`src/rtl/flash_cmd_pkg.sv`:
```
package flash_cmd_pkg;

    localparam int BYTE_W = 8;

    localparam logic [BYTE_W-1:0] OPC_READ_A   = 8'h00;
    localparam logic [BYTE_W-1:0] OPC_READ_B   = 8'hFF;
    localparam logic [BYTE_W-1:0] OPC_IDENT    = 8'h90;
    localparam logic [BYTE_W-1:0] OPC_ERASE    = 8'h20;
    localparam logic [BYTE_W-1:0] OPC_ERS_VFY  = 8'hA0;
    localparam logic [BYTE_W-1:0] OPC_PROGRAM  = 8'h40;
    localparam logic [BYTE_W-1:0] OPC_PGM_VFY  = 8'hC0;

    localparam logic [BYTE_W-1:0] MAKER_CODE   = 8'h89;
    localparam logic [BYTE_W-1:0] DEVICE_CODE  = 8'hBD;
    localparam logic [BYTE_W-1:0] ERASED_BYTE  = 8'hFF;

    typedef enum logic [2:0] {
        MODE_READ        = 3'd0,
        MODE_IDENT       = 3'd1,
        MODE_ERS_SETUP   = 3'd2,
        MODE_ERASING     = 3'd3,
        MODE_ERS_VERIFY  = 3'd4,
        MODE_PGM_SETUP   = 3'd5,
        MODE_PROGRAMMING = 3'd6,
        MODE_PGM_VERIFY  = 3'd7
    } mode_e;

    typedef enum logic [2:0] {
        CMD_READ,
        CMD_IDENT,
        CMD_ERASE,
        CMD_ERS_VERIFY,
        CMD_PROGRAM,
        CMD_PGM_VERIFY,
        CMD_INVALID
    } cmd_e;

    typedef struct packed {
        logic fall;
        logic rise;
    } we_evt_t;

    function automatic cmd_e decode_cmd(input logic [BYTE_W-1:0] code);
        cmd_e c;
        case (code)
            OPC_READ_A, OPC_READ_B: c = CMD_READ;
            OPC_IDENT:              c = CMD_IDENT;
            OPC_ERASE:              c = CMD_ERASE;
            OPC_ERS_VFY:            c = CMD_ERS_VERIFY;
            OPC_PROGRAM:            c = CMD_PROGRAM;
            OPC_PGM_VFY:            c = CMD_PGM_VERIFY;
            default:                c = CMD_INVALID;
        endcase
        return c;
    endfunction

    function automatic logic reads_latched(input mode_e m);
        return (m == MODE_ERS_VERIFY) || (m == MODE_PGM_VERIFY);
    endfunction

endpackage

```
`src/rtl/flash_we_edge.sv`:
```
module flash_we_edge
    import flash_cmd_pkg::*;
#(
    parameter int ADDR_W = 4
) (
    input  logic              clk,
    input  logic              rst,
    input  logic              ce_n,
    input  logic              we_n,
    input  logic [ADDR_W-1:0] addr,
    output we_evt_t           evt,
    output logic [ADDR_W-1:0] cap_addr
);

    logic we_prev;

    always_comb begin
        evt.fall = !ce_n && we_prev && !we_n;
        evt.rise = !ce_n && !we_prev && we_n;
    end

    always_ff @(posedge clk) begin
        if (rst) begin
            we_prev  <= 1'b1;
            cap_addr <= '0;
        end else begin
            we_prev <= we_n;
            if (evt.fall) cap_addr <= addr;
        end
    end


    fall_captures_addr_chk: assert property (@(posedge clk) disable iff (rst)
        evt.fall |=> cap_addr == $past(addr));

endmodule

```
`src/rtl/flash_cmd_fsm.sv`:
```
module flash_cmd_fsm
    import flash_cmd_pkg::*;
#(
    parameter int ADDR_W = 4
) (
    input  logic              clk,
    input  logic              rst,
    input  we_evt_t           evt,
    input  logic [ADDR_W-1:0] cap_addr,
    input  logic [BYTE_W-1:0] din,
    input  logic              vpp_ok,
    output mode_e             mode,
    output logic [ADDR_W-1:0] lat_addr,
    output logic [BYTE_W-1:0] lat_data,
    output logic              erase_busy,
    output logic              prog_busy,
    output logic              erase_commit,
    output logic              prog_commit
);

    mode_e             mode_d;
    logic [ADDR_W-1:0] addr_d;
    logic [BYTE_W-1:0] data_d;
    cmd_e              cmd;

    assign cmd          = decode_cmd(din);
    assign erase_busy   = (mode == MODE_ERASING);
    assign prog_busy    = (mode == MODE_PROGRAMMING);
    assign erase_commit = evt.rise && erase_busy;
    assign prog_commit  = evt.rise && prog_busy;

    always_comb begin
        mode_d = mode;
        addr_d = lat_addr;
        data_d = lat_data;
        if (evt.rise) begin
            case (mode)
                MODE_PGM_SETUP: begin
                    mode_d = MODE_PROGRAMMING;
                    addr_d = cap_addr;
                    data_d = din;
                end
                MODE_ERS_SETUP: begin
                    mode_d = (cmd == CMD_ERASE && vpp_ok) ? MODE_ERASING : MODE_READ;
                end
                default: begin
                    case (cmd)
                        CMD_IDENT:      mode_d = MODE_IDENT;
                        CMD_ERASE:      mode_d = MODE_ERS_SETUP;
                        CMD_ERS_VERIFY: begin
                            mode_d = MODE_ERS_VERIFY;
                            addr_d = cap_addr;
                        end
                        CMD_PROGRAM:    mode_d = MODE_PGM_SETUP;
                        CMD_PGM_VERIFY: mode_d = MODE_PGM_VERIFY;
                        default:        mode_d = MODE_READ;
                    endcase
                end
            endcase
        end
    end

    always_ff @(posedge clk) begin
        if (rst) begin
            mode     <= MODE_READ;
            lat_addr <= '0;
            lat_data <= '0;
        end else begin
            mode     <= mode_d;
            lat_addr <= addr_d;
            lat_data <= data_d;
        end
    end


    erase_needs_vpp_chk: assert property (@(posedge clk) disable iff (rst)
        $rose(erase_busy) |-> $past(vpp_ok));


    pgm_data_at_rise_chk: assert property (@(posedge clk) disable iff (rst)
        $rose(prog_busy) |-> lat_data == $past(din));


    pgm_addr_held_chk: assert property (@(posedge clk) disable iff (rst)
        (prog_busy && $past(prog_busy)) |-> $stable(lat_addr));


    mode_moves_on_rise_chk: assert property (@(posedge clk) disable iff (rst)
        (mode != $past(mode)) |-> $past(evt.rise));


    busy_exclusive_chk: assert property (@(posedge clk) disable iff (rst)
        $onehot0({erase_busy, prog_busy}));

endmodule

```
`src/rtl/flash_array_model.sv`:
```
module flash_array_model
    import flash_cmd_pkg::*;
#(
    parameter int ADDR_W = 4
) (
    input  logic              clk,
    input  logic              rst,
    input  logic              erase_commit,
    input  logic              prog_commit,
    input  logic [ADDR_W-1:0] pgm_addr,
    input  logic [BYTE_W-1:0] pgm_data,
    input  logic [ADDR_W-1:0] rd_addr,
    output logic [BYTE_W-1:0] rd_data
);

    localparam int DEPTH = 1 << ADDR_W;

    logic [BYTE_W-1:0] mem [DEPTH];

    assign rd_data = mem[rd_addr];

    always_ff @(posedge clk) begin
        if (rst || erase_commit) begin
            for (int i = 0; i < DEPTH; i++) mem[i] <= ERASED_BYTE;
        end else if (prog_commit) begin
            mem[pgm_addr] <= mem[pgm_addr] & pgm_data;
        end
    end


    erase_fills_chk: assert property (@(posedge clk) disable iff (rst)
        erase_commit |=> (mem[0] == ERASED_BYTE) && (mem[DEPTH-1] == ERASED_BYTE));


    program_ands_chk: assert property (@(posedge clk) disable iff (rst)
        prog_commit |=> mem[$past(pgm_addr)] == ($past(mem[pgm_addr]) & $past(pgm_data)));

endmodule

```
`src/rtl/flash_cmd_ctrl.sv`:
```
module flash_cmd_ctrl
    import flash_cmd_pkg::*;
#(
    parameter int ADDR_W = 4
) (
    input  logic              clk,
    input  logic              rst,
    input  logic              ce_n,
    input  logic              we_n,
    input  logic              oe_n,
    input  logic              vpp_ok,
    input  logic [ADDR_W-1:0] addr,
    input  logic [7:0]        din,
    output logic [7:0]        dout,
    output logic [2:0]        mode,
    output logic              erase_busy,
    output logic              prog_busy,
    output logic [ADDR_W-1:0] lat_addr,
    output logic [7:0]        lat_data
);

    we_evt_t           evt;
    logic [ADDR_W-1:0] cap_addr;
    mode_e             mode_q;
    logic              erase_commit;
    logic              prog_commit;
    logic [ADDR_W-1:0] rd_addr;
    logic [BYTE_W-1:0] rd_data;

    flash_we_edge #(.ADDR_W(ADDR_W)) u_edge (
        .clk      (clk),
        .rst      (rst),
        .ce_n     (ce_n),
        .we_n     (we_n),
        .addr     (addr),
        .evt      (evt),
        .cap_addr (cap_addr)
    );

    flash_cmd_fsm #(.ADDR_W(ADDR_W)) u_fsm (
        .clk          (clk),
        .rst          (rst),
        .evt          (evt),
        .cap_addr     (cap_addr),
        .din          (din),
        .vpp_ok       (vpp_ok),
        .mode         (mode_q),
        .lat_addr     (lat_addr),
        .lat_data     (lat_data),
        .erase_busy   (erase_busy),
        .prog_busy    (prog_busy),
        .erase_commit (erase_commit),
        .prog_commit  (prog_commit)
    );

    assign rd_addr = reads_latched(mode_q) ? lat_addr : addr;

    flash_array_model #(.ADDR_W(ADDR_W)) u_array (
        .clk          (clk),
        .rst          (rst),
        .erase_commit (erase_commit),
        .prog_commit  (prog_commit),
        .pgm_addr     (lat_addr),
        .pgm_data     (lat_data),
        .rd_addr      (rd_addr),
        .rd_data      (rd_data)
    );

    assign mode = mode_q;

    always_comb begin
        dout = '0;
        if (!ce_n && !oe_n) begin
            if (mode_q == MODE_IDENT) begin
                if (addr == ADDR_W'(0))      dout = MAKER_CODE;
                else if (addr == ADDR_W'(1)) dout = DEVICE_CODE;
                else                         dout = '0;
            end else begin
                dout = rd_data;
            end
        end
    end


    ce_high_hold_chk: assert property (@(posedge clk) disable iff (rst)
        ce_n |=> $stable(mode) && $stable(lat_addr) && $stable(lat_data));


    idle_bus_zero_chk: assert property (@(posedge clk) disable iff (rst)
        (ce_n || oe_n) |-> dout == 8'h00);

endmodule

```
`config.mk`:
```
export PLATFORM = sky130hd
export DESIGN_NAME = flash_cmd_ctrl
export DESIGN_NICKNAME = d
export VERILOG_FILES = /design/src/rtl/flash_cmd_pkg.sv /design/src/rtl/flash_we_edge.sv /design/src/rtl/flash_cmd_fsm.sv /design/src/rtl/flash_array_model.sv /design/src/rtl/flash_cmd_ctrl.sv
export SDC_FILE = /design/constraint.sdc
export NUM_CORES = 1
export LEC_CHECK = 0
export BUFFER_PORTS_ARGS = -buffer_cell sky130_fd_sc_hd__buf_2
export CAP_MARGIN = 40
export CORE_UTILIZATION = 25
export CTS_CLUSTER_SIZE = 14
export DETAILED_ROUTE_END_ITERATION = 8
export SLEW_MARGIN = 0
export SYNTH_ARGS = -nofsm -noshare
export SYNTH_HDL_FRONTEND = slang
export SYNTH_SLANG_ARGS = --single-unit
```
`constraint.sdc`:
```
create_clock -name clk -period 3.8 [get_ports clk]
set_clock_uncertainty 0.15 [all_clocks]
set_input_delay 0.76 -clock clk [delete_from_list [all_inputs] [get_ports clk]]
set_output_delay 0.76 -clock clk [all_outputs]
set_load 0.005 [all_outputs]
```
=== Word-level counts from Yosys, hierarchy flattened ===
Memories as Yosys holds them, arrays and structs flattened. A register that Yosys moved wholly into a read port is not among the register bits.
Index checks and enable logic that the tools add are counted.
Widths: inputs -> output; s select.

* Register bits: 20
* Output and inout bits: 25
* Latch bits: 0
* Input bits: 18
* Memories: 1
* Memory bits (read-only): 0
* Word-level logic and storage cells: 69
* RAM bits: 128

{| class="wikitable"
|+ Memories
! memory !! depth !! width !! rd ports !! clocked after Yosys merged registers in !! write ports !! line !! text
|-
| u_array.mem || 16 || 8 || 2 || 1 || 16 || flash_array_model.sv:18 || <nowiki>logic [BYTE_W-1:0] mem [DEPTH];</nowiki>
|}

* Bitwise logic cells: 2
* Shift-type cells: 0
* Div/mod/pow operators: 0
* Reductions and logical operators: 21
* Multiplexer cells: 21
* Add/subtract/negate cells: 0
* Order comparisons: 0
* Equality and inequality tests: 19
* Multiply operators: 0

{| class="wikitable"
|+ Operators by type and width
! operator !! count
|-
| $mux 8 || 5
|-
| $eq 8x8->1 const B || 4
|-
| $mux 4 || 5
|-
| $eq 3x3->1 const B || 6
|-
| $pmux 3 s6 || 1
|-
| $pmux 3 s5 || 1
|-
| $eq 3x2->1 const B || 4
|-
| $and 8x8->8 || 1
|-
| $eq 8x6->1 const B || 1
|-
| $eq 8x7->1 const B || 1
|-
| $logic_and 1x1->1 || 8
|-
| $logic_not 8->1 || 1
|-
| $pmux 4 s2 || 1
|-
| $reduce_or 8->1 || 1
|-
| $eq 3x1->1 const B || 2
|-
| $mux 1 || 6
|-
| $pmux 3 s2 || 1
|-
| $eq 4x1->1 const B || 1
|-
| $logic_not 1->1 || 4
|-
| $logic_not 4->1 || 1
|-
| $reduce_and 3->1 || 1
|-
| $logic_or 1x1->1 || 2
|-
| $mux 2 || 1
|-
| $reduce_and 2->1 || 1
|-
| 3 further kinds || 3
|}

=== Logic depth before layout (Yosys ltp) ===
* Depth in word-level cells: 9
* Depth in mapped cells: 9
* Depth with buffers taken out: 9

=== By module ===
From an unflattened synthesis, not the netlist that was laid out.

* Cells, all modules: 681
* Area, all modules: 8,345.5 µm²

{| class="wikitable"
|+ By module, submodules not included
! module !! area an instance (µm²) !! seq. area each (µm²) !! cells an instance !! instances
|-
| flash_array_model || 7,139.3 || 3,843.7 || 530 || 1
|-
| flash_cmd_fsm || 802.0 || 300.3 || 103 || 1
|-
| flash_we_edge || 222.7 || 100.1 || 20 || 1
|-
| flash_cmd_ctrl || 181.4 || 0.0 || 28 || 1
|}

=== Least setup slack after synthesis ===
No wires, ideal clock.

* Path type: in2reg
* Start: input port din[0]
* End: register (tool-made name)
* Cell stages on the path: 9
* Library setup time: 128 ps
* Arrival: 2,857 ps
* Setup slack: 665 ps
* Path buffers: 0
* Required time: 3,522 ps
* Cell sequence: or4_4 nor4b_1 inv_1 ha_1 o21ai_0 nand3_2 a211oi_4 mux2i_1 nor2_1

{| class="wikitable"
|+ RTL lines
! what !! line !! text
|-
| from (decl) || flash_cmd_ctrl.sv:13 || <nowiki>input logic [7:0] din,</nowiki>
|}

=== Final worst setup path ===
* Start: register u_fsm.mode[0]
* End: output port dout[5]

* Longest elaborated chain between the ends: 6
* Elaborated cells between the ends (all ways): 8
* Classes of those cells: eq/ne: 3; mux: 3; reduce/logical: 1; memory: 1

{| class="wikitable"
|+ Ends and longest elaborated chain
! what !! line !! text
|-
| from (decl) || flash_cmd_fsm.sv:12 || <nowiki>output mode_e mode,</nowiki>
|-
| from (signal assigned) || flash_cmd_fsm.sv:69 || <nowiki>mode <= mode_d;</nowiki>
|-
| $eq 3x3->1 || flash_cmd_pkg.sv:58 || <nowiki>return (m == MODE_ERS_VERIFY) || (m == MODE_PGM_VERIFY);</nowiki>
|-
| $logic_or 1x1->1 || flash_cmd_pkg.sv:58 ||
|-
| $mux 4 || flash_cmd_ctrl.sv:56 || <nowiki>assign rd_addr = reads_latched(mode_q) ? lat_addr : addr;</nowiki>
|-
| $mem_v2 16x8 || n/a ||
|-
| $mux 8 (*) || flash_cmd_ctrl.sv:74 || <nowiki>if (mode_q == MODE_IDENT) begin</nowiki>
|-
| $mux 8 (*) || flash_cmd_ctrl.sv:73 || <nowiki>if (!ce_n && !oe_n) begin</nowiki>
|-
| to (decl) || flash_cmd_ctrl.sv:14 || <nowiki>output logic [7:0] dout,</nowiki>
|}

Mark *: on every way between the ends. The rest lies on a longest branch, timed or not.

==> impl_metrics.tcl <==
set metrics [dict create \
    met2_usage 0.2315 \
    crit_path_top_delay_cell "mux2i_1" \
    syn2layout_area_growth_pct 17.28 \
    htree_levels 4 \
    hold_viol 0 \
    initial_core_util 0.2535 \
    ys_seq_area_frac 0.5242 \
    synth_fp_nets 726 \
    synthCells 706 \
    worstSkewPairLatency_ns 0.43 \
    synth-edff-count 128 \
    cts_made_buffers 17 \
    hold_path.class "reg -> reg" \
    drive_gt1_frac 0.2305 \
    dr_total_vias 6189 \
    layoutNonFillerInstCount 1210 \
    grt_busiest_layer "met2" \
    drv_slew 0 \
    finalSetupViolCount 0 \
    slowest_delay_ns 0.63 \
    cp.required_ns 2.89 \
    synth-compound-area-share 0.09662 \
    power.leakage_uw 0.002762 \
    placedCellCount 1179 \
    path_cells "xnor2_2, nand2_1, buf_4, mux2i_1, a2111oi_0, nor3_1, and4_1, buf_2" \
    drc 0 \
    yosys.area_share.adder 0.003034 \
    syn_area_sq_um 8249 \
    ios 43 \
    grt_max_degree 51 \
    status "finished, final reports clean" \
    dieArea_sq_um 33730 \
    wl_per_cell_microns 19.87 \
    dominantRegCellSynth "edfxtp_1" \
    powerDensity_nw_per_um2 379.9 \
    maxSlewHeadroom 0.4733 \
    synthArstFlopShare 0 \
    path_class "reg -> out" \
    reg2reg_depth 6 \
    worst_slew_pin_slew_ns 0.7872 \
    die_y_microns 183.7 \
    cts_max_path_buffers 2 \
    antennaDiodeCount 0 \
    place.gp.congestion 0.8641 \
    critPathLaunchType "flop" \
    maxCapViolCount 0 \
    min_path_cells 2 \
    firstDrtPassIters 5 \
    grt.overflow.total 0 \
    fin_crit_sh 0.9779 \
    holdBufCountCts 0 \
    ant_nets 0 \
    coreArea_sq_um 32540 \
    synth_top_cell_by_area "edfxtp_1" \
    port_buffers 42 \
    synth-seq-cells 152 \
    use_met1 0.1972 \
    grt_use_total 0.1467 \
    drt_iter0_drc 671 \
    endpoint_kind "output pin" \
    cts_num_sinks 152 \
    via_per_inst 5.115 \
    synth_xor_area_frac 0.005157 \
    ys_types 56 \
    die_w_microns 183.7 \
    cts_tree "yes" \
    synth.avg_cell_area_sq_um 11.68 \
    synth-simple-area-share 0.1802 \
    grt_pass1_vias 5971 \
    hpwl_microns 17210 \
    yosysMostFrequentCell "nand2_1" \
    fmax_ghz 0.2691 \
    synth_warnings 0 \
    row_count 66 \
    synth_commonest_cells "151 x nand2_1, 128 x edfxtp_1, 48 x and3_1" \
    worst_ir_drop_vdd_mv 0.2935 \
    clkTransAtPathRegs_ns 0.06 \
    synth_top_area_frac 0.4659 \
    min_period_ns 3.716 \
    nets 776 \
    antenna_found_initial 0 \
    cts-root-buf "clkbuf_16" \
    synth_mux_area_frac 0.1541 \
    synth_top_family_by_area "simple AND/OR/NAND/NOR gates" \
    totalWireLength_microns 24040 \
    p_total_uw 3676 \
    cts_setup_buffers 0 \
    yosys-top-cells-area "edfxtp_1 47%, mux4_2 11%, nand2_1 6.9%, dfxtp_1 5.8%, a211oi_1 4.1%" \
    cp.arrival_ns 2.81 \
    grt_pass1_wl_microns 36450 \
    use_met3 0.02714 \
    cp_max_fo 11 \
]
-- layout make-up --
type                       instances  area, sq um
timing repair buffer              83        559.3
clock buffer                      17        425.4
clock inverter                    14        125.1
multi-input combinational        496         3661
sequential                       152         4328
inverter                           6        22.52
tap                              442        553.0
fill                            3354        22860
-- worst max-delay path: cells and delay by family (launching register included) --
family	cells	cell delay, ns
simple gates	3	0.66
mux	1	0.63
compound gates	1	0.16
buf+inv	2	0.37
flops	1	0.44
xor+xnor	1	0.13
-- flip-flops by register name, indices dropped and copies added (netlist names), named ones only --
name             count
u_edge.we_prev       1
u_array.mem        128
u_fsm.lat_addr       4
u_fsm.lat_data       8
u_edge.cap_addr      4
u_fsm.mode           3
-- per-layer routing --
layer	up-vias	wire length, microns
met5	-	0
met4	0	625
met3	45	1912
met2	305	11150
met1	3058	10350
li1	2781	-
-- layout by cell type (no fill, tap or decap), types with 6 or more instances in the layout --
master	Yosys	final
a211oi_1	45	45
and3_1	48	48
o21ai_0	18	18
nand3_1	8	7
mux2i_1	33	33
nand2_1	151	151
and4_1	6	6
nand4_1	7	7
mux4_2	40	40
dfxtp_1	24	21
nor2_1	42	42
buf_2	11	42
edfxtp_1	128	128
o21bai_1	17	17
clkbuf_16	0	17
buf_4	7	37
nor3_1	7	7
nand2b_1	8	8
a2111oi_0	6	6
-- timing repair --
action | in CTS | in global routing
setup endpoints to repair | 1 | 7
endpoints found under the hold margin | 0 | 0
cloned | 0 | 0
resized for setup | 1 | 12
-- final timing paths --
path                            from                  to  slack (ns)
setup / recovery       u_fsm.mode[0]             dout[5]        0.08
hold / removal    u_edge.cap_addr[2]  u_edge.cap_addr[2]        0.36
setup reg to reg       u_fsm.mode[2]   u_array.mem[9][2]        0.76
hold reg to reg   u_edge.cap_addr[2]  u_edge.cap_addr[2]        0.36
-- stage by stage --
stage | hold slack [ns] | area, sq um | utilization | setup WS, ns | setup TNS, ns
after floorplan | 0.3101 | 8249 | - | 0.6653 | 0
after global placement | 0.3398 | 9066 | 0.2786 | 0.3146 | 0
after detailed placement | 0.3464 | 9066 | 0.2786 | 0.2740 | 0
after CTS | 0.3680 | 9618 | 0.2956 | 0.08326 | 0
after global routing | 0.3900 | 9674 | 0.2973 | -0.01490 | -0.02960
final | 0.3568 | 9674 | 0.2973 | 0.08382 | 0
-- kinds of logic after synthesis --
family | after synthesis
adder cells (fa/ha/maj) | 2
AO/OA/AOI/OAI | 108
buffers and inverters | 58
multiplexers | 76
XOR/XNOR | 4
flip-flops | 152
AND/OR/NAND/NOR | 306
-- report_power, final --
part | internal (uW) | leakage, uW | switching (uW)
sequential | 1810 | 0.00108 | 6.47
combinational | 98.5 | 0.00141 | 164
clock | 900 | 0.000266 | 700
total | 2800 | 0.00276 | 871
No activity file was read; power rests on OpenSTA's default activity.
